**config.mk**
```make
export PLATFORM = sky130hd
export DESIGN_NAME = tx_frame_formatter
export DESIGN_NICKNAME = d
export VERILOG_FILES = /design/src/rtl/txf_pkg.sv /design/src/rtl/txf_fifo.sv /design/src/rtl/txf_bufser.sv /design/src/rtl/txf_framer.sv /design/src/rtl/tx_frame_formatter.sv
export SDC_FILE = /design/constraint.sdc
export NUM_CORES = 1
export LEC_CHECK = 0
export ABC_CLOCK_PERIOD_IN_PS = 5550
export BUFFER_PORTS_ARGS = -buffer_cell sky130_fd_sc_hd__buf_2
export CAP_MARGIN = 5
export CORE_AREA = 2 2 245 247
export DETAILED_ROUTE_END_ITERATION = 7
export DIE_AREA = 0 0 247 249
export MAX_ROUTING_LAYER = met4
export PLACE_DENSITY = 0.59
export SYNTH_ARGS = -nofsm -noshare
export SYNTH_HDL_FRONTEND = slang
export SYNTH_SLANG_ARGS = --single-unit
```
**constraint.sdc**
```tcl
create_clock -name clk -period 5.55 [get_ports clk]
set_clock_uncertainty 0.05 [all_clocks]
set_input_delay 0.555 -clock clk [delete_from_list [all_inputs] [get_ports clk]]
set_output_delay 0.555 -clock clk [all_outputs]
set_load 0.1 [all_outputs]
```
**src/rtl/txf_pkg.sv**
```systemverilog
package txf_pkg;

    localparam int          BYTE_W      = 8;
    localparam int          FIFO_DEPTH  = 64;
    localparam int          SYNC_W      = 32;
    localparam int          SYNC_BYTES  = SYNC_W / BYTE_W;
    localparam int          LEN_W       = $clog2(FIFO_DEPTH) + 1;
    localparam logic [15:0] CRC_SEED    = 16'hFFFF;
    localparam logic [15:0] CRC_POLY    = 16'h1021;
    localparam logic [7:0]  PRE_PATTERN = 8'hAA;

    typedef enum logic [2:0] {
        PH_IDLE,
        PH_PRE,
        PH_SYNC,
        PH_PAY,
        PH_CRC,
        PH_FIN
    } phase_t;

    typedef struct packed {
        phase_t           phase;
        logic [LEN_W-1:0] bidx;
        logic [2:0]       bitp;
        logic             chip;
    } pos_t;

    function automatic logic [15:0] crc16_byte(input logic [15:0] c_in,
                                               input logic [7:0]  d);
        logic [15:0] c;
        logic        fb;
        c = c_in;
        for (int i = 7; i >= 0; i--) begin
            fb = c[15] ^ d[i];
            c  = {c[14:0], 1'b0} ^ (fb ? CRC_POLY : 16'h0000);
        end
        return c;
    endfunction

    function automatic logic [LEN_W-1:0] clamp_len(input logic [LEN_W-1:0] l);
        if (l == '0)
            return LEN_W'(1);
        else if (l > LEN_W'(FIFO_DEPTH))
            return LEN_W'(FIFO_DEPTH);
        else
            return l;
    endfunction

    function automatic phase_t phase_after(input phase_t p, input logic crc_on);
        case (p)
            PH_PRE:  return PH_SYNC;
            PH_SYNC: return PH_PAY;
            PH_PAY:  return crc_on ? PH_CRC : PH_FIN;
            PH_CRC:  return PH_FIN;
            default: return PH_IDLE;
        endcase
    endfunction

endpackage

```
**src/rtl/txf_fifo.sv**
```systemverilog
module txf_fifo #(
    parameter int DEPTH = 64,
    parameter int W     = 8
) (
    input  logic         clk,
    input  logic         rst,
    input  logic         wr_en,
    input  logic [W-1:0] wr_data,
    input  logic         pop,
    output logic [W-1:0] head,
    output logic         full,
    output logic         empty,
    output logic         overflow
);
    localparam int AW = $clog2(DEPTH);

    logic [W-1:0] mem [DEPTH];
    logic [AW-1:0] wr_ptr, rd_ptr;
    logic [AW:0]   count;
    logic          push;

    assign full  = (count == (AW+1)'(DEPTH));
    assign empty = (count == '0);
    assign push  = wr_en && !full;
    assign head  = mem[rd_ptr];

    always_ff @(posedge clk) begin
        if (push)
            mem[wr_ptr] <= wr_data;
    end

    always_ff @(posedge clk) begin
        if (rst) begin
            wr_ptr   <= '0;
            rd_ptr   <= '0;
            count    <= '0;
            overflow <= 1'b0;
        end else begin
            if (push)
                wr_ptr <= (wr_ptr == AW'(DEPTH-1)) ? '0 : wr_ptr + 1'b1;
            if (pop && !empty)
                rd_ptr <= (rd_ptr == AW'(DEPTH-1)) ? '0 : rd_ptr + 1'b1;
            case ({push, pop && !empty})
                2'b10:   count <= count + 1'b1;
                2'b01:   count <= count - 1'b1;
                default: count <= count;
            endcase
            if (wr_en && full)
                overflow <= 1'b1;
        end
    end

    AST_NO_POP_EMPTY: assert property (@(posedge clk) disable iff (rst)
        pop |-> !empty);
    AST_FULL_DROP: assert property (@(posedge clk) disable iff (rst)
        (wr_en && full && !pop) |=> (full && overflow));
    AST_COUNT_BOUND: assert property (@(posedge clk) disable iff (rst)
        count <= (AW+1)'(DEPTH));

endmodule

```
**src/rtl/txf_bufser.sv**
```systemverilog
module txf_bufser
    import txf_pkg::*;
(
    input  logic              clk,
    input  logic              rst,
    input  logic              en,
    input  logic              strobe,
    input  logic              fifo_empty,
    input  logic [BYTE_W-1:0] fifo_head,
    output logic              fifo_pop,
    output logic              ser_bit
);
    logic              need;
    logic [BYTE_W-1:0] sh;
    logic [2:0]        idx;

    assign fifo_pop = en && strobe && need && !fifo_empty;

    always_ff @(posedge clk) begin
        if (rst || !en) begin
            need    <= 1'b1;
            sh      <= '0;
            idx     <= 3'd7;
            ser_bit <= 1'b0;
        end else if (strobe) begin
            if (need) begin
                if (!fifo_empty) begin
                    ser_bit <= fifo_head[BYTE_W-1];
                    sh      <= fifo_head;
                    idx     <= 3'd6;
                    need    <= 1'b0;
                end else begin
                    ser_bit <= 1'b0;
                end
            end else begin
                ser_bit <= sh[idx];
                if (idx == 3'd0)
                    need <= 1'b1;
                else
                    idx <= idx - 1'b1;
            end
        end
    end

    AST_BUF_IDLE_LOW: assert property (@(posedge clk) disable iff (rst)
        (en && strobe && need && fifo_empty) |=> !ser_bit);

endmodule

```
**src/rtl/txf_framer.sv**
```systemverilog
module txf_framer
    import txf_pkg::*;
(
    input  logic              clk,
    input  logic              rst,
    input  logic              start_ok,
    input  logic [1:0]        pre_cnt,
    input  logic [LEN_W-1:0]  pay_len,
    input  logic [SYNC_W-1:0] sync_word,
    input  logic              crc_en,
    input  logic              dcf_en,
    input  logic              strobe,
    input  logic              fifo_empty,
    input  logic [BYTE_W-1:0] fifo_head,
    output logic              fifo_pop,
    output logic              busy,
    output logic              pkt_bit,
    output logic              done,
    output logic              underflow
);
    pos_t              pos, nxt;
    logic [1:0]        pre_q;
    logic [LEN_W-1:0]  len_q;
    logic [SYNC_W-1:0] sync_q;
    logic              crc_on_q, dcf_q;
    logic [15:0]       crc_q;
    logic [BYTE_W-1:0] pay_q;

    logic              byte_start, manch, data_bit, sym;
    logic [BYTE_W-1:0] cur_byte;
    logic [LEN_W-1:0]  last_idx;
    logic [SYNC_W-1:0] sync_sh;
    logic              starve;

    assign busy = (pos.phase != PH_IDLE);

    always_comb begin
        byte_start = (pos.bitp == 3'd7) && !pos.chip;
        sync_sh    = sync_q << {pos.bidx[1:0], 3'b000};
        cur_byte   = '0;
        last_idx   = '0;
        case (pos.phase)
            PH_PRE: begin
                cur_byte = PRE_PATTERN;
                last_idx = LEN_W'(pre_q);
            end
            PH_SYNC: begin
                cur_byte = sync_sh[SYNC_W-1 -: BYTE_W];
                last_idx = LEN_W'(SYNC_BYTES - 1);
            end
            PH_PAY: begin
                cur_byte = byte_start ? fifo_head : pay_q;
                last_idx = len_q - 1'b1;
            end
            PH_CRC: begin
                cur_byte = pos.bidx[0] ? crc_q[7:0] : crc_q[15:8];
                last_idx = LEN_W'(1);
            end
            default: ;
        endcase
        manch    = dcf_q && ((pos.phase == PH_PAY) || (pos.phase == PH_CRC));
        data_bit = cur_byte[pos.bitp];
        sym      = (manch && pos.chip) ? !data_bit : data_bit;
        starve   = (pos.phase == PH_PAY) && byte_start && fifo_empty;

        nxt = pos;
        if (manch && !pos.chip) begin
            nxt.chip = 1'b1;
        end else begin
            nxt.chip = 1'b0;
            if (pos.bitp == 3'd0) begin
                nxt.bitp = 3'd7;
                if (pos.bidx == last_idx) begin
                    nxt.bidx  = '0;
                    nxt.phase = phase_after(pos.phase, crc_on_q);
                end else begin
                    nxt.bidx = pos.bidx + 1'b1;
                end
            end else begin
                nxt.bitp = pos.bitp - 1'b1;
            end
        end
    end

    assign fifo_pop = strobe && (pos.phase == PH_PAY) && byte_start && !fifo_empty;

    always_ff @(posedge clk) begin
        if (rst) begin
            pos       <= '{phase: PH_IDLE, bidx: '0, bitp: 3'd7, chip: 1'b0};
            pre_q     <= '0;
            len_q     <= LEN_W'(1);
            sync_q    <= '0;
            crc_on_q  <= 1'b0;
            dcf_q     <= 1'b0;
            crc_q     <= CRC_SEED;
            pay_q     <= '0;
            pkt_bit   <= 1'b0;
            done      <= 1'b0;
            underflow <= 1'b0;
        end else if (!busy && start_ok) begin
            pos       <= '{phase: PH_PRE, bidx: '0, bitp: 3'd7, chip: 1'b0};
            pre_q     <= pre_cnt;
            len_q     <= clamp_len(pay_len);
            sync_q    <= sync_word;
            crc_on_q  <= crc_en;
            dcf_q     <= dcf_en;
            crc_q     <= CRC_SEED;
            pkt_bit   <= 1'b0;
            done      <= 1'b0;
            underflow <= 1'b0;
        end else if (strobe && busy) begin
            if (pos.phase == PH_FIN) begin
                pos.phase <= PH_IDLE;
                pkt_bit   <= 1'b0;
                done      <= 1'b1;
            end else if (starve) begin
                pos.phase <= PH_IDLE;
                pkt_bit   <= 1'b0;
                underflow <= 1'b1;
            end else begin
                pkt_bit <= sym;
                pos     <= nxt;
                if (fifo_pop) begin
                    pay_q <= fifo_head;
                    crc_q <= crc16_byte(crc_q, fifo_head);
                end
            end
        end
    end

    AST_BIT_HOLD: assert property (@(posedge clk) disable iff (rst)
        (busy && !strobe) |=> $stable(pkt_bit));
    AST_DONE_NOT_BUSY: assert property (@(posedge clk) disable iff (rst)
        done |-> !busy);
    AST_FLAGS_EXCL: assert property (@(posedge clk) disable iff (rst)
        !(done && underflow));
    AST_IDLE_LOW: assert property (@(posedge clk) disable iff (rst)
        (busy && strobe && (pos.phase == PH_FIN)) |=> (!pkt_bit && !busy));

endmodule

```
**src/rtl/tx_frame_formatter.sv**
```systemverilog
module tx_frame_formatter
    import txf_pkg::*;
(
    input  logic              clk,
    input  logic              rst,
    input  logic [1:0]        mode,
    input  logic              cont_bit,
    input  logic              wr_en,
    input  logic [BYTE_W-1:0] wr_data,
    input  logic              start,
    input  logic [1:0]        pre_cnt,
    input  logic [LEN_W-1:0]  pay_len,
    input  logic [SYNC_W-1:0] sync_word,
    input  logic              crc_en,
    input  logic              dcf_en,
    input  logic              tx_strobe,
    output logic              tx_out,
    output logic              busy,
    output logic              done,
    output logic              underflow,
    output logic              overflow,
    output logic              fifo_full,
    output logic              fifo_empty
);
    logic [BYTE_W-1:0] head;
    logic              pkt_pop, buf_pop, fifo_pop;
    logic              pkt_bit, buf_bit, buf_en;

    assign buf_en   = (mode == 2'b01) && !busy;
    assign fifo_pop = pkt_pop || buf_pop;

    txf_fifo #(.DEPTH(FIFO_DEPTH), .W(BYTE_W)) u_fifo (
        .clk      (clk),
        .rst      (rst),
        .wr_en    (wr_en),
        .wr_data  (wr_data),
        .pop      (fifo_pop),
        .head     (head),
        .full     (fifo_full),
        .empty    (fifo_empty),
        .overflow (overflow)
    );

    txf_bufser u_buf (
        .clk        (clk),
        .rst        (rst),
        .en         (buf_en),
        .strobe     (tx_strobe),
        .fifo_empty (fifo_empty),
        .fifo_head  (head),
        .fifo_pop   (buf_pop),
        .ser_bit    (buf_bit)
    );

    txf_framer u_frm (
        .clk        (clk),
        .rst        (rst),
        .start_ok   (start && mode[1]),
        .pre_cnt    (pre_cnt),
        .pay_len    (pay_len),
        .sync_word  (sync_word),
        .crc_en     (crc_en),
        .dcf_en     (dcf_en),
        .strobe     (tx_strobe),
        .fifo_empty (fifo_empty),
        .fifo_head  (head),
        .fifo_pop   (pkt_pop),
        .busy       (busy),
        .pkt_bit    (pkt_bit),
        .done       (done),
        .underflow  (underflow)
    );

    always_comb begin
        if (busy)
            tx_out = pkt_bit;
        else if (mode == 2'b00)
            tx_out = cont_bit;
        else if (mode == 2'b01)
            tx_out = buf_bit;
        else
            tx_out = pkt_bit;
    end

    AST_CONT_NO_POP: assert property (@(posedge clk) disable iff (rst)
        ((mode == 2'b00) && !busy) |-> !fifo_pop);
    AST_START_NEEDS_PKT: assert property (@(posedge clk) disable iff (rst)
        (!busy && start && !mode[1]) |=> !busy);
    AST_ONE_POPPER: assert property (@(posedge clk) disable iff (rst)
        !(pkt_pop && buf_pop));

endmodule

```
## After elaboration in Yosys (flattened, before gate mapping)

Memories as Yosys holds them, arrays and structs flattened. A register that Yosys moved wholly into a read port is not among the register bits.
Index checks and enable logic that the tools add are counted.

| word-level totals | value |
|---|---|
| register bits after elaboration | 117 |
| bits of input ports | 59 |
| logic and storage cells | 179 |
| memories | 1 |
| bits in writable memories | 512 |

| operators by class | value |
|---|---|
| magnitude comparators | 3 |
| reductions and logical operators | 52 |
| equality and inequality tests | 17 |
| bitwise gates (word level) | 21 |
| add/subtract/negate cells | 8 |
| shift-type cells | 1 |
| multiplexer cells | 53 |

Memories:

| memory | depth | bits a word | rd ports | clocked after Yosys merged registers in | write ports | RTL line | text |
|---|---|---|---|---|---|---|---|
| u_fifo.mem | 64 | 8 | 1 | 1 | 1 | txf_fifo.sv:17 | `logic [W-1:0] mem [DEPTH];` |

Operators with widths:

| operator | number |
|---|---|
| $xor A16 B16 Y16 | 8 |
| $mux W13 | 9 |
| $pmux W8 S4 | 1 |
| $shl A32 B5 Y32 | 1 |
| $pmux W7 S4 | 1 |
| $mux W12 | 2 |
| $mux W6 | 4 |
| $mux W11 | 2 |
| $mux W3 | 7 |
| $mux W7 | 3 |
| $logic_and A1 B1 Y1 | 19 |
| $mux W1 | 17 |
| $mux W8 | 2 |
| $reduce_and A4 Y1 | 4 |
| $add A7 B1 Y7 const B | 2 |
| $logic_not A7 Y1 | 2 |
| $pmux W7 S2 | 1 |
| $sub A7 B1 Y7 const B | 2 |
| $add A6 B1 Y6 const B | 2 |
| $eq A6 B6 Y1 const B | 2 |
| $pmux W3 S4 | 1 |
| $reduce_and A3 Y1 | 4 |
| $mux W10 | 1 |
| $reduce_and A5 Y1 | 2 |
| 26 further kinds | 56 |

## Logic depth before layout (Yosys ltp)

Gate-level depths: netlist (run 1).

| logic depth | value |
|---|---|
| word-level depth | 24 |
| gate-level depth with buffers | 19 |
| depth with buffers taken out | 17 |

## By module

A second synthesis (run 1) with hierarchy kept.

| unflattened totals | value |
|---|---|
| cells, all modules | 1716 |
| area, all modules | 26427.8 µm² |

Modules (own cells, without submodules):

| module | sequential area each (µm²) | area each (µm²) | instances | cells each |
|---|---|---|---|---|
| txf_fifo | 15895.2 | 21199.1 | 1 | 1072 |
| txf_framer | 1681.6 | 4565.6 | 1 | 566 |
| txf_bufser | 260.2 | 620.6 | 1 | 72 |
| tx_frame_formatter | 0.0 | 42.5 | 1 | 6 |

## Least setup slack after synthesis (run 1)

Ideal clock, no wire load.

| timing | value |
|---|---|
| kind | register to register |
| start | register u_frm.pos[13] in the netlist's numbering |
| end | register u_fifo.count[6] |
| setup time | 70 ps |
| stages on the path, launching flop included | 20 |
| slack | 1342 ps |
| data required time | 5430 ps |
| period minus slack after synthesis | 4208 ps |
| arrival | 4088 ps |
| cell sequence | dfxtp_1 > clkbuf_1 > nor3_1 > inv_1 > nor2_1 > nand2_1 > o21ai_1 > ha_1 > buf_1 > xor2_1 > ha_1 > a21boi_0 > o221ai_1 > nand2b_1 > a21o_1 > a22oi_1 > nor2_1 > nor2_1 > or3_1 > a21oi_1 |

| on the way | value |
|---|---|
| word-level cells in the longest chain between the ends | 10 |

Ends and longest elaborated chain:

| item | RTL line | text |
|---|---|---|
| start: declaration | txf_framer.sv:21 | `pos_t pos, nxt;` |
| start signal: assignment | txf_framer.sv:89 | `pos <= '{phase: PH_IDLE, bidx: '0, bitp: 3'd7, chip: 1'b0};` |
| start signal: assignment | txf_framer.sv:101 | `pos <= '{phase: PH_PRE, bidx: '0, bitp: 3'd7, chip: 1'b0};` |
| start signal: assignment | txf_framer.sv:122 | `pos <= nxt;` |
| $reduce_bool A3 Y1 (*) | txf_framer.sv:35 | `assign busy = (pos.phase != PH_IDLE);` |
| net busy | tx_frame_formatter.sv:18 | `output logic busy,` |
| $logic_not A1 Y1 (*) | tx_frame_formatter.sv:29 | `assign buf_en = (mode == 2'b01) && !busy;` |
| $logic_and A1 B1 Y1 (*) | tx_frame_formatter.sv:29 |  |
| $logic_and A1 B1 Y1 (*) (3 in a row) | txf_bufser.sv:17 | `assign fifo_pop = en && strobe && need && !fifo_empty;` |
| $logic_or A1 B1 Y1 (*) | tx_frame_formatter.sv:30 | `assign fifo_pop = pkt_pop \|\| buf_pop;` |
| $logic_and A1 B1 Y1 (*) | txf_fifo.sv:43 | `case ({push, pop && !empty})` |
| $eq A2 B1 Y1 or $eq A2 B2 Y1 (tied branches) | txf_fifo.sv:43 |  |
| $pmux W7 S2 or $reduce_bool A2 Y1 (tied branches) | n/a |  |
| end signal: assignment | txf_fifo.sv:44 | `2'b10: count <= count + 1'b1;` |
| end signal: assignment | txf_fifo.sv:45 | `2'b01: count <= count - 1'b1;` |
| end signal: assignment | txf_fifo.sv:46 | `default: count <= count;` |
| end: declaration | txf_fifo.sv:19 | `logic [AW:0] count;` |

Mark *: on every way through the listed nets, which the timed path passes. The rest lies on a longest branch.
A chain may end at the register's enable or synchronous reset.

## Worst setup path after layout (run 1)

| timing | value |
|---|---|
| start | register u_fifo.count[2] |
| end | register u_fifo.count[6] |

| on the way | value |
|---|---|
| word-level cells in the longest chain between the ends | 7 |

Ends and longest elaborated chain:

| item | RTL line | text |
|---|---|---|
| $logic_not A7 Y1 | txf_fifo.sv:23 | `assign empty = (count == '0);` |
| $logic_not A1 Y1 | txf_fifo.sv:43, txf_bufser.sv:17, txf_framer.sv:85 |  |
| $logic_and A1 B1 Y1, on equally long branches | txf_framer.sv:85, txf_bufser.sv:17 |  |
| $logic_or A1 B1 Y1 | tx_frame_formatter.sv:30 |  |
| $logic_and A1 B1 Y1 | txf_fifo.sv:43 |  |
| $eq A2 B1 Y1 or $eq A2 B2 Y1 (tied branches) | txf_fifo.sv:43 |  |
| $pmux W7 S2 or $reduce_bool A2 Y1 (tied branches) | n/a |  |

Several ways; a longest one is shown, not always the timed one.

==> flow_summary_export.csv, run 1 <==
group,metric,value,unit
sta,min_period_over_period,0.809,
synthesis,ys.warnings.count,0,
synthesis,synth-adder-area-share,0.00622,
run_status,status,"finished, final reports clean",
routing,first_pass_iters,5,
synthesis,synth_top_family_by_area,"multiplexers",
place,io_buffers,65,
synthesis,synth_area_leaders,"edfxtp_1, mux4_2, dfxtp_1",
synthesis,async_flop_share,0,
synthesis,ys_types,72,
synthesis,synth_simple_gate_area_frac,0.0786,
clocking,clk_pin_slew,0.06,ns
sta,hold_violations,0,
place,dp_hpwl,39900,µm
grt,grt-ovfl-total,0,
job,cap_violations,0,
sta,max_freq,223,MHz
power_and_ir_drop,max-vdd-ir-drop,0.200,mV
worst_setup_path,rrSetupSlack,1.06,ns
worst_setup_path,criticalPathCategory,"flop to flop",
clocking,clock_latency,0.60,ns
routing,avgRoutedWirePerCell,24.8,µm
place,gp_congestion,0.859,
grt,groute.usage.overall,0.219,
worst_setup_path,worst_ep_arrival_time,4.95,ns
synthesis,yosys.area.top_type,"edfxtp_1",
clocking,h-tree-depth,3,
synthesis,synth_seq_cells,635,
sta,period_minus_slack,4.49,ns
sta,worst_pin_slew,1.27,ns
die,initial_core_util,0.446,
routing,routed_via_density,5.76,
die,die_w,247,µm
hold_path,min_path_type,"input pin to flop",
power_and_ir_drop,power_frac_seq,0.512,
cells_and_area,nFillCells,4880,
worst_setup_path,regToRegStartpoint,"u_fifo.count[2]",
synthesis,yosys.area_share.xor_xnor,0.0181,
power_and_ir_drop,power_switching_share,0.215,
synthesis,synth_cells,1678,
power_and_ir_drop,power.density,344,nW/µm²
worst_setup_path,critical_path.startpoint,"u_fifo.count[2]",
power_and_ir_drop,pwr-share-comb,0.045,
grt,grt_antenna_before_repair,0,
grt,grt_pass1_wl,97200,µm
synthesis,ys.flop_type,"edfxtp_1",
cells_and_area,fin_util,0.503,
die,std_cell_rows,89,
synthesis,yosysMostFrequentCell,"edfxtp_1",
sta,setup_tns,0,ns
power_and_ir_drop,clkPwrFrac,0.442,
worst_setup_path,crit_fanout,15,
clocking,post_cts_resized,0,
routing,drt_wl_total,63900,µm
die,dieArea,61500,µm²
clocking,clockBufferDepth,3,
sta,rsz0062_at_grt,"false",
clocking,numCtsBuffers,69,
worst_setup_path,endpoint_kind,"flop",
power_and_ir_drop,power.internal,7.96,mW
cells_and_area,layout-drive-gt1-share,0.203,
clocking,cts_tree,"built",
grt,grt_pass1_vias,15100,
synthesis,ys_top_cells_by_count,"edfxtp_1, nand2_1, nor2_1",
cells_and_area,fin_nets,1828,
sta,slew_violations,0,
synthesis,synth_fp_nets,1750,
cells_and_area,postLayoutCellArea,29500,µm²
routing,drc,0,
cells_and_area,areaGrowthSynthToFinish,12.8,%
clocking,cts_setup_buffers,0,
die,coreArea,58700,µm²
power_and_ir_drop,leakage,9.53,nW
power_and_ir_drop,switchingPower,2.18,mW
clocking,clock-sinks,635,
hold_path,hold_path_startpoint,"sync_word[24]",
die,io_pins,66,
synthesis,synth_compound_area_frac,0.0527,
clocking,root_buffer,"clkbuf_16",
synthesis,synth.yosys.seq_area_share,0.682,
synthesis,synth_edf_count,512,
synthesis,syn_avg_cell_area,15.6,µm²
clocking,hold_buffers,0,
synthesis,synth_mux_area_frac,0.143,
grt,grt_max_degree,77,
synthesis,yosys.area.top_type_share,0.587,
power_and_ir_drop,p_total,10.1,mW
routing,num_vias,14900,
worst_setup_path,crit_path_start_kind,"flop",
sta,relSlewSlack,0.154,
synthesis,synth_area,26200,µm²
die,die_y,249,µm
worst_setup_path,cp.required,6.01,ns
place,dpl-instance-area,27300,µm²
routing,drt-initial-drc-count,1539,
routing,ant_nets,0,
sta,setup_violations,0,
## power groups by stage
stage | Clock (mW) | Combinational (mW) | Sequential [mW]
3_3_place_gp | 0 | 0.456 | 5.30
2_1_floorplan | 0 | 0.295 | 5.28
3_5_place_dp | 0 | 0.465 | 5.30
5_1_grt | 4.79 | 0.500 | 5.20
4_1_cts | 4.59 | 0.465 | 5.20
6_report | 4.49 | 0.460 | 5.20
## sequential cells by signal, summed over array words and instances, names as in the netlist, 7 cells and up, named ones only
signal	flops
u_frm.sync_q	32
u_fifo.count	7
u_frm.len_q	7
u_frm.pay_q	8
u_frm.crc_q	16
u_buf.sh	8
u_fifo.mem	512
u_frm.pos	14
## logic make-up (layout without fill, tap and decap cells)
| kind of cell | count (synthesis) | count (layout) |
|---|---|---|
| AND/OR/NAND/NOR | 464 | 464 |
| adder cells (fa/ha/maj) | 13 | 13 |
| buffers and inverters | 112 | 240 |
| XOR/XNOR | 49 | 49 |
| other | 0 | 1 |
| multiplexers | 194 | 194 |
| flip-flops | 635 | 635 |
| AO/OA/AOI/OAI | 211 | 211 |
## area by class of cell
type / count / area, µm² / share of cell area
Tap cell: 773 / 967 / 0.0328
Multi-Input combinational cell: 931 / 7810 / 0.265
Clock inverter: 40 / 367 / 0.0124
Antenna cell: 1 / 2.50 / 0.0000848
Inverter: 19 / 71.3 / 0.00242
Clock buffer: 81 / 1830 / 0.0618
Timing Repair Buffer: 100 / 626 / 0.0212
Sequential cell: 635 / 17800 / 0.605
## layer usage
layer  vias to the layer above  GRT usage  wire length (µm)
met2                       456      0.340             30600
met4                         0     0.0527              1020
met5                         -          -                 0
met3                        71     0.0356              3740
met1                      7674      0.303             28500
li1                       6659          -                 -
## metrics by stage
stage,std cells,worst slack (ns),hold WS [ns]
CTS,2579,1.02,0.103
global placement,2458,1.05,0.392
global route,2579,0.739,0.141
finish,2580,1.06,0.144
detailed placement,2458,1.05,0.399
floorplan,1678,1.34,0.382
## critical path, cell delays in order, from the launching register on
cell and delay [ns]:
dfxtp_1 0.37, or4_1 0.55, or4_1 0.61, nand3_1 0.30, o21ai_1 0.33, ha_1 0.49
xor2_1 0.21, ha_1 0.21, a21boi_0 0.19, o221ai_1 0.14, nand2b_1 0.16, a21o_1 0.13
a22oi_1 0.06, nor2_1 0.11, nor2_1 0.06, or3_1 0.30, a21oi_1 0.14
## worst paths after layout
kind,endpoint,depth (start not counted)
max,u_fifo.count[6],16
min,u_frm.sync_q[24],3
max reg2reg,u_fifo.count[6],16
min reg2reg,u_frm.sync_q[10],2
## cell usage in the layout (no fill, tap or decap), drive strengths merged, types with 4 or more instances in the layout
master / n
nand3b: 13
o221ai: 8
buf: 100
o21a: 5
o22ai: 6
clkinv: 28
bufinv: 6
o211ai: 20
a211oi: 14
a31oi: 6
inv: 23
ha: 13
nand3: 34
a32oi: 5
mux2i: 44
xor2: 18
or3b: 4
o21ai: 23
nand2b: 12
a221oi: 6
nor3: 26
dfxtp: 123
nand4: 5
or3: 5
o31ai: 5
and3: 10
mux4: 143
xnor2: 30
mux2: 7
edfxtp: 512
nor2: 163
a22oi: 7
nor2b: 9
nand2: 165
clkbuf: 81
a21oi: 82
Note: power is estimated with default switching activity, not from simulation.
==> run 2, diff against run 1 <==
--- a/config.mk
+++ b/config.mk
@@ -5,12 +5,13 @@
 export SDC_FILE = /design/constraint.sdc
 export NUM_CORES = 1
 export LEC_CHECK = 0
-export ABC_CLOCK_PERIOD_IN_PS = 5550
+export ABC_AREA = 1
+export ABC_CLOCK_PERIOD_IN_PS = 4140
 export BUFFER_PORTS_ARGS = -buffer_cell sky130_fd_sc_hd__buf_2
 export CAP_MARGIN = 5
-export CORE_AREA = 2 2 245 247
+export CORE_AREA = 2 2 249 251
 export DETAILED_ROUTE_END_ITERATION = 7
-export DIE_AREA = 0 0 247 249
+export DIE_AREA = 0 0 251 253
 export MAX_ROUTING_LAYER = met4
 export PLACE_DENSITY = 0.59
 export SYNTH_ARGS = -nofsm -noshare
==> constraint.sdc (replaced) <==
create_clock -name clk -period 4.14 [get_ports clk]
set_clock_uncertainty 0.05 [all_clocks]
set_input_delay 0.414 -clock clk [delete_from_list [all_inputs] [get_ports clk]]
set_output_delay 0.414 -clock clk [all_outputs]
set_load 0.1 [all_outputs]
==> run 2 against run 1 <==
Maximum frequency up 20%. Clock power grew 37%. Non-clock buffer count increased by 39. Register-to-register slack worse by 0.66 ns. Combinational power up 120%. Utilization shrank 0.15 points. Largest cell class unchanged.
==> flow_summary_export.csv, run 2 <==
group,metric,value,unit
run_status,status,"finished, final reports clean",
worst_setup_path,critPathMostFrequentCell,"a21oi_1",
cells_and_area,diodes,0,
power_and_ir_drop,max-vdd-ir-drop,0.327,mV
clocking,clock-sinks,635,
die,dieArea,63500,µm²
clocking,clock_latency,0.60,ns
hold_path,min_path_type,"input pin to flop",
sta,timing.hold.ws,0.0283,ns
synthesis,yosys.area.top_type_share,0.567,
cells_and_area,areaGrowthSynthToFinish,12.8,%
sta,setup_tns,0,ns
synthesis,synth.yosys.seq_area_share,0.658,
grt,grt_antenna_before_repair,1,
worst_setup_path,cp_slowest_cell,"dfxtp_1",
cells_and_area,register_area,17800,µm²
power_and_ir_drop,pwr-share-comb,0.071,
power_and_ir_drop,power.density,461,nW/µm²
cells_and_area,mostFrequentLayoutCell,"nand2_1",
routing,drc,0,
routing,num_vias,19200,
worst_setup_path,cp.required,4.57,ns
clocking,clockBufferDepth,3,
routing,drt_wl_total,68900,µm
synthesis,synth_edf_count,512,
die,die_y,253,µm
cells_and_area,layout-drive-gt1-share,0.0896,
die,std_cell_rows,91,
worst_setup_path,regToRegStartpoint,"u_fifo.count[0]",
cells_and_area,nFillCells,5459,
sta,rsz0062_at_grt,"false",
worst_setup_path,crit_fanout,8,
worst_setup_path,rrSetupSlack,0.40,ns
worst_setup_path,endpoint,"u_fifo.count[6]",
synthesis,synth_area,27100,µm²
synthesis,async_flop_share,0,
clocking,h-tree-depth,3,
power_and_ir_drop,switchingPower,3.26,mW
power_and_ir_drop,leakage,11.3,nW
worst_setup_path,crit_path_start_kind,"flop",
worst_setup_path,r2r_end,"u_fifo.count[6]",
synthesis,synth_fp_nets,2717,
worst_setup_path,critical_path.startpoint,"u_fifo.count[0]",
cells_and_area,fin_nets,2784,
grt,grt-ovfl-total,0,
synthesis,synth_seq_cells,635,
worst_setup_path,r2r_cells,20,
die,die_w,251,µm
die,io_pins,66,
sta,min_period_over_period,0.904,
power_and_ir_drop,power_switching_share,0.231,
routing,ant_nets,0,
clocking,numCtsBuffers,70,
sta,period_minus_slack,3.74,ns
sta,max_freq,267,MHz
worst_setup_path,worst-path-buf-inv,3,
worst_setup_path,worst_ep_arrival_time,4.18,ns
power_and_ir_drop,power.internal,10.8,mW
worst_setup_path,path_delay_family,"compound AO/OA/AOI/OAI gates",
worst_setup_path,worstPathCellList,"nor4_2 > inv_1 > nor3_4 > buf_4 > nor4_4 > a21oi_4 > inv_1 > ha_2 > xor2_1 > ha_1 > a21oi_1 > o21ai_0 > a21oi_1 > nor2_1 > nand2_1 > nand2_1 > o21ai_0 > a21oi_1 > o21ai_0 > a21oi_1",
grt,groute.usage.overall,0.222,
synthesis,ys_top_cells_by_count,"nand2_1, edfxtp_1, nand3_1",
power_and_ir_drop,power_frac_seq,0.495,
place,io_buffers,65,
routing,routed_via_density,5.40,
die,initial_core_util,0.445,
die,coreArea,61000,µm²
cells_and_area,largest_reg_flops,512,
place,dp_hpwl,41900,µm
synthesis,syn_avg_cell_area,10.3,µm²
synthesis,synth_area_leaders,"edfxtp_1, nand2_1, dfxtp_1",
cells_and_area,top_register,"u_fifo.mem",
clocking,clk_pin_slew,0.06,ns
worst_setup_path,criticalPathCategory,"flop to flop",
synthesis,synth_cells,2645,
routing,avgRoutedWirePerCell,19.4,µm
place,gp_congestion,0.857,
sta,slew_violations,0,
worst_setup_path,endpoint_kind,"flop",
cells_and_area,reg_top3,"u_fifo.mem x512, u_frm.sync_q x32, u_frm.crc_q x16",
worst_setup_path,cpPeakStageDelay,0.35,ns
synthesis,ys.flop_type,"edfxtp_1",
job,cap_violations,0,
sta,relSlewSlack,0.149,
power_and_ir_drop,clkPwrFrac,0.434,
grt,grt_max_degree,137,
grt,grt_pass1_vias,18300,
routing,first_pass_iters,8,
cells_and_area,multi_input_area,8040,µm²
cells_and_area,final_cell_mix,"nand2_1, edfxtp_1, nand3_1, a21oi_1, inv_1",
routing,drt-initial-drc-count,1784,
sta,setup_violations,0,
synthesis,yosys.area.top_type,"edfxtp_1",
synthesis,ys.warnings.count,0,
clocking,root_buffer,"clkbuf_16",
worst_setup_path,cp.depth,20,
sta,hold_violations,0,
synthesis,yosysMostFrequentCell,"nand2_1",
sta,worst_pin_slew,1.28,ns
clocking,cts_tree,"built",
synthesis,ys_types,40,
grt,grt_pass1_wl,106000,µm
[run 2: cell families after synthesis]
family,count (synthesis),share of synthesized area
AND/OR/NAND/NOR,1455,0.227
buffers and inverters,268,0.0473
adder cells (fa/ha/maj),13,0.00600
XOR/XNOR,38,0.0159
flip-flops,635,0.658
AO/OA/AOI/OAI,236,0.0462
[run 2: layout make-up]
type | count | area share
Tap cell | 790 | 0.0323
Clock inverter | 38 | 0.0103
Timing Repair Buffer | 139 | 0.0329
Sequential cell | 635 | 0.583
Multi-Input combinational cell | 1742 | 0.263
Clock buffer | 89 | 0.0633
Inverter | 124 | 0.0155
[run 2: what timing repair did]
action | CTS | global route
setup buffers | 0 | 2
hold buffers | 15 | 0
endpoints found under the setup margin | 0 | 2
hold endpoints to repair | 15 | 0
resized for setup | 0 | 4
[run 2: through the flow]
| stage | util | std cells | power [mW] | worst slack [ns] | cell area, µm² |
|---|---|---|---|---|---|
| 6_report | 0.502 | 3557 | 14.1 | 0.397 | 30600 |
| 5_1_grt | 0.502 | 3557 | 14.6 | 0.0338 | 30600 |
| 4_1_cts | 0.501 | 3555 | 14.2 | 0.0843 | 30600 |
| 3_5_place_dp | 0.462 | 3413 | 8.09 | 0.103 | 28200 |
| 3_3_place_gp | 0.462 | 3413 | 8.08 | 0.126 | 28200 |
| 2_1_floorplan | - | 2645 | 7.75 | 0.0697 | 27100 |
[run 2: worst register-to-register path, delay by kind of cell (launching register included)]
kind	cells	cell delay [ns]
AOI/OAI and AO/OA	8	1.22
adders and majority gates	2	0.46
buffers and inverters	3	0.47
DFF	1	0.35
xor gates and xnor gates	1	0.18
and+or+nand+nor	6	0.90
[run 2: power by group through the flow]
stage | Sequential [mW] | Combinational (mW) | Clock (mW)
3_3_place_gp | 7.12 | 0.959 | 0
4_1_cts | 6.98 | 0.990 | 6.23
2_1_floorplan | 7.10 | 0.651 | 0
6_report | 6.99 | 0.996 | 6.13
3_5_place_dp | 7.12 | 0.974 | 0
5_1_grt | 6.99 | 1.10 | 6.47
[run 2: worst min path at each step]
stage	from	end	slack (ns)	cells after the start
2_1_floorplan	u_frm.sync_q[6]	u_frm.sync_q[6]	0.38	2
3_3_place_gp	u_frm.done	u_frm.done	0.39	2
3_5_place_dp	u_frm.sync_q[0]	u_frm.sync_q[0]	0.40	2
6_report	sync_word[29]	u_frm.sync_q[29]	0.03	3
5_1_grt	sync_word[29]	u_frm.sync_q[29]	0.02	3
4_1_cts	pay_len[4]	u_frm.len_q[4]	0.002	3
[run 2: per-layer routing]
layer	routed length (µm)	vias to the layer above	track usage
li1	-	9218	-
met4	1700	0	0.0636
met1	30600	9352	0.292
met3	3450	116	0.0331
met5	0	-	-
met2	33200	517	0.360
==> run 3, diff against run 2 <==
--- a/config.mk
+++ b/config.mk
@@ -9,11 +9,13 @@
 export ABC_CLOCK_PERIOD_IN_PS = 4140
 export BUFFER_PORTS_ARGS = -buffer_cell sky130_fd_sc_hd__buf_2
 export CAP_MARGIN = 5
+export CELL_PAD_IN_SITES_DETAIL_PLACEMENT = 0
+export CELL_PAD_IN_SITES_GLOBAL_PLACEMENT = 1
 export CORE_AREA = 2 2 249 251
 export DETAILED_ROUTE_END_ITERATION = 7
 export DIE_AREA = 0 0 251 253
 export MAX_ROUTING_LAYER = met4
-export PLACE_DENSITY = 0.59
+export PLACE_DENSITY = 0.71
 export SYNTH_ARGS = -nofsm -noshare
 export SYNTH_HDL_FRONTEND = slang
 export SYNTH_SLANG_ARGS = --single-unit
==> run 3 against run 2 <==
Via count is 0.27% lower. Combinational power is essentially flat. Non-clock buffer count up 35.
==> flow_summary_export.csv, run 3 (synthesis gave the netlist of run 2 again) <==
group,metric,value,unit
worst_setup_path,cp.required,4.57,ns
worst_setup_path,cp_slowest_cell,"dfxtp_1",
grt,grt_pass1_wl,109000,µm
sta,relSlewSlack,0.251,
die,io_pins,66,
grt,grt_pass1_vias,18500,
grt,gr-usage-met3,0.0315,
sta,max_freq,268,MHz
clocking,clock-sinks,635,
place,dp_hpwl,42900,µm
place,io_buffers,65,
worst_setup_path,endpoint_kind,"flop",
routing,ant_nets,0,
cells_and_area,largest_reg_flops,512,
sta,hold_violations,0,
routing,first_pass_iters,7,
grt,grt_antenna_before_repair,0,
worst_setup_path,critPathMostFrequentCell,"a21oi_1",
cells_and_area,top_register,"u_fifo.mem",
routing,avgRoutedWirePerCell,19.6,µm
worst_setup_path,cpPeakStageDelay,0.35,ns
clocking,cts_tree,"built",
cells_and_area,fin_nets,2820,
cells_and_area,layout-drive-gt1-share,0.0982,
cells_and_area,areaGrowthSynthToFinish,13.6,%
power_and_ir_drop,max-vdd-ir-drop,0.285,mV
run_status,status,"finished, final reports clean",
routing,drt-initial-drc-count,1594,
sta,setup_violations,0,
routing,routed_via_density,5.33,
die,die_y,253,µm
job,cap_violations,0,
die,initial_core_util,0.445,
routing,drc,0,
power_and_ir_drop,leakage,11.5,nW
sta,min_period_over_period,0.901,
routing,drt_wl_total,70500,µm
worst_setup_path,criticalPathCategory,"flop to flop",
worst_setup_path,path_delay_family,"compound AO/OA/AOI/OAI gates",
grt,grt-ovfl-total,0,
worst_setup_path,worstPathCellList,"nor4_1 > inv_1 > nor3_4 > buf_4 > nor4_4 > a21oi_1 > inv_1 > ha_2 > xor2_1 > ha_1 > a21oi_1 > o21ai_0 > a21oi_1 > nor2_1 > nand2_1 > nand2_1 > o21ai_0 > a21oi_1 > o21ai_0 > a21oi_1",
clocking,clk_pin_slew,0.06,ns
sta,rsz0062_at_grt,"false",
clocking,clockBufferDepth,3,
worst_setup_path,worst_ep_arrival_time,4.16,ns
sta,worst_pin_slew,1.12,ns
grt,groute.usage.overall,0.230,
cells_and_area,mostFrequentLayoutCell,"nand2_1",
routing,num_vias,19200,
die,coreArea,61000,µm²
cells_and_area,diodes,0,
cells_and_area,fin_util,0.505,
sta,slew_violations,0,
grt,busiest_layer,"met2",
hold_path,min_path_type,"input pin to flop",
clocking,h-tree-depth,3,
sta,period_minus_slack,3.73,ns
clocking,numCtsBuffers,71,
grt,gr-usage-met2,0.371,
grt,gr-usage-met1,0.298,
die,dieArea,63500,µm²
die,std_cell_rows,91,
power_and_ir_drop,power.density,456,nW/µm²
worst_setup_path,crit_fanout,8,
cells_and_area,final_cell_mix,"nand2_1, edfxtp_1, nand3_1, a21oi_1, inv_1",
clocking,root_buffer,"clkbuf_16",
grt,grt_max_degree,206,
sta,setup_tns,0,ns
cells_and_area,reg_top3,"u_fifo.mem x512, u_frm.sync_q x32, u_frm.crc_q x16",
clocking,clock_latency,0.61,ns
die,die_w,251,µm
worst_setup_path,worst-path-buf-inv,3,
place,gp_congestion,0.830,
worst_setup_path,crit_path_start_kind,"flop",
==> run 3: changes by cell type in the layout (fill, tap and decap cells not counted), moves of 3 or more <==
cell / delta
clkinv_2: -3
buf_4: +34
clkbuf_1: +12
clkinv_1: -9
clkbuf_8: -4
==> run 3: area by class of cell <==
cell class | instances | area (µm²)
fillers | 5547 | 30200
clock inverters | 27 | 248
inverters | 124 | 473
well taps | 790 | 988
repair buffers | 174 | 1260
flip-flops and latches | 635 | 17800
multi-input cells | 1742 | 8020
clock buffers | 99 | 1980
==> run 3: final timing paths <==
kind / startpoint / to / slack, ns / cells after the start
worst max-delay path: u_fifo.count[0] / u_fifo.count[6] / 0.41 / 20
worst min-delay path: sync_word[31] / u_frm.sync_q[31] / 0.03 / 3
worst max register to register: u_fifo.count[0] / u_fifo.count[6] / 0.41 / 20
worst min register to register: u_frm.sync_q[20] / u_frm.sync_q[20] / 0.40 / 2
==> run 3: power by group <==
group | internal, mW | total (mW) | switching, mW
Sequential | 6.94 | 6.98 | 0.0324
Combinational | 0.292 | 1.02 | 0.724
Clock | 3.59 | 6.07 | 2.49
Total | 10.8 | 14.1 | 3.24
==> run 3: metrics by stage <==
step	hold slack, ns	area [µm²]	power, mW	worst slack (ns)	cells
floorplan	0.379	27100	7.75	0.0697	2645
global placement	0.391	28400	8.09	0.343	3446
detailed placement	0.398	28400	8.11	0.431	3446
CTS	0.00340	30800	14.2	0.397	3589
global route	0.0204	30800	14.6	0.100	3591
finish	0.0313	30800	14.1	0.410	3591
==> run 3: worst reg2reg max path, delay by kind of cell, from the launching register on <==
family	cells	cell delay [ns]
buffers and inverters	3	0.48
AO/OA/AOI/OAI	8	1.25
XOR/XNOR	1	0.19
adder cells (fa/ha/maj)	2	0.48
flip-flops	1	0.35
AND/OR/NAND/NOR	6	0.81
==> run 3: routing by layer <==
layer / part of all wire / up-vias
li1: - / 9293
met1: 0.44 / 9260
met2: 0.48 / 489
met3: 0.050 / 109
met4: 0.029 / 0
met5: 0 / -
==> run 3: what timing repair did <==
item,CTS,global route
endpoints found under the hold margin,17,0
resized for setup,0,1
hold buffers,17,0
buffers inserted,0,2
setup endpoints to repair,0,1
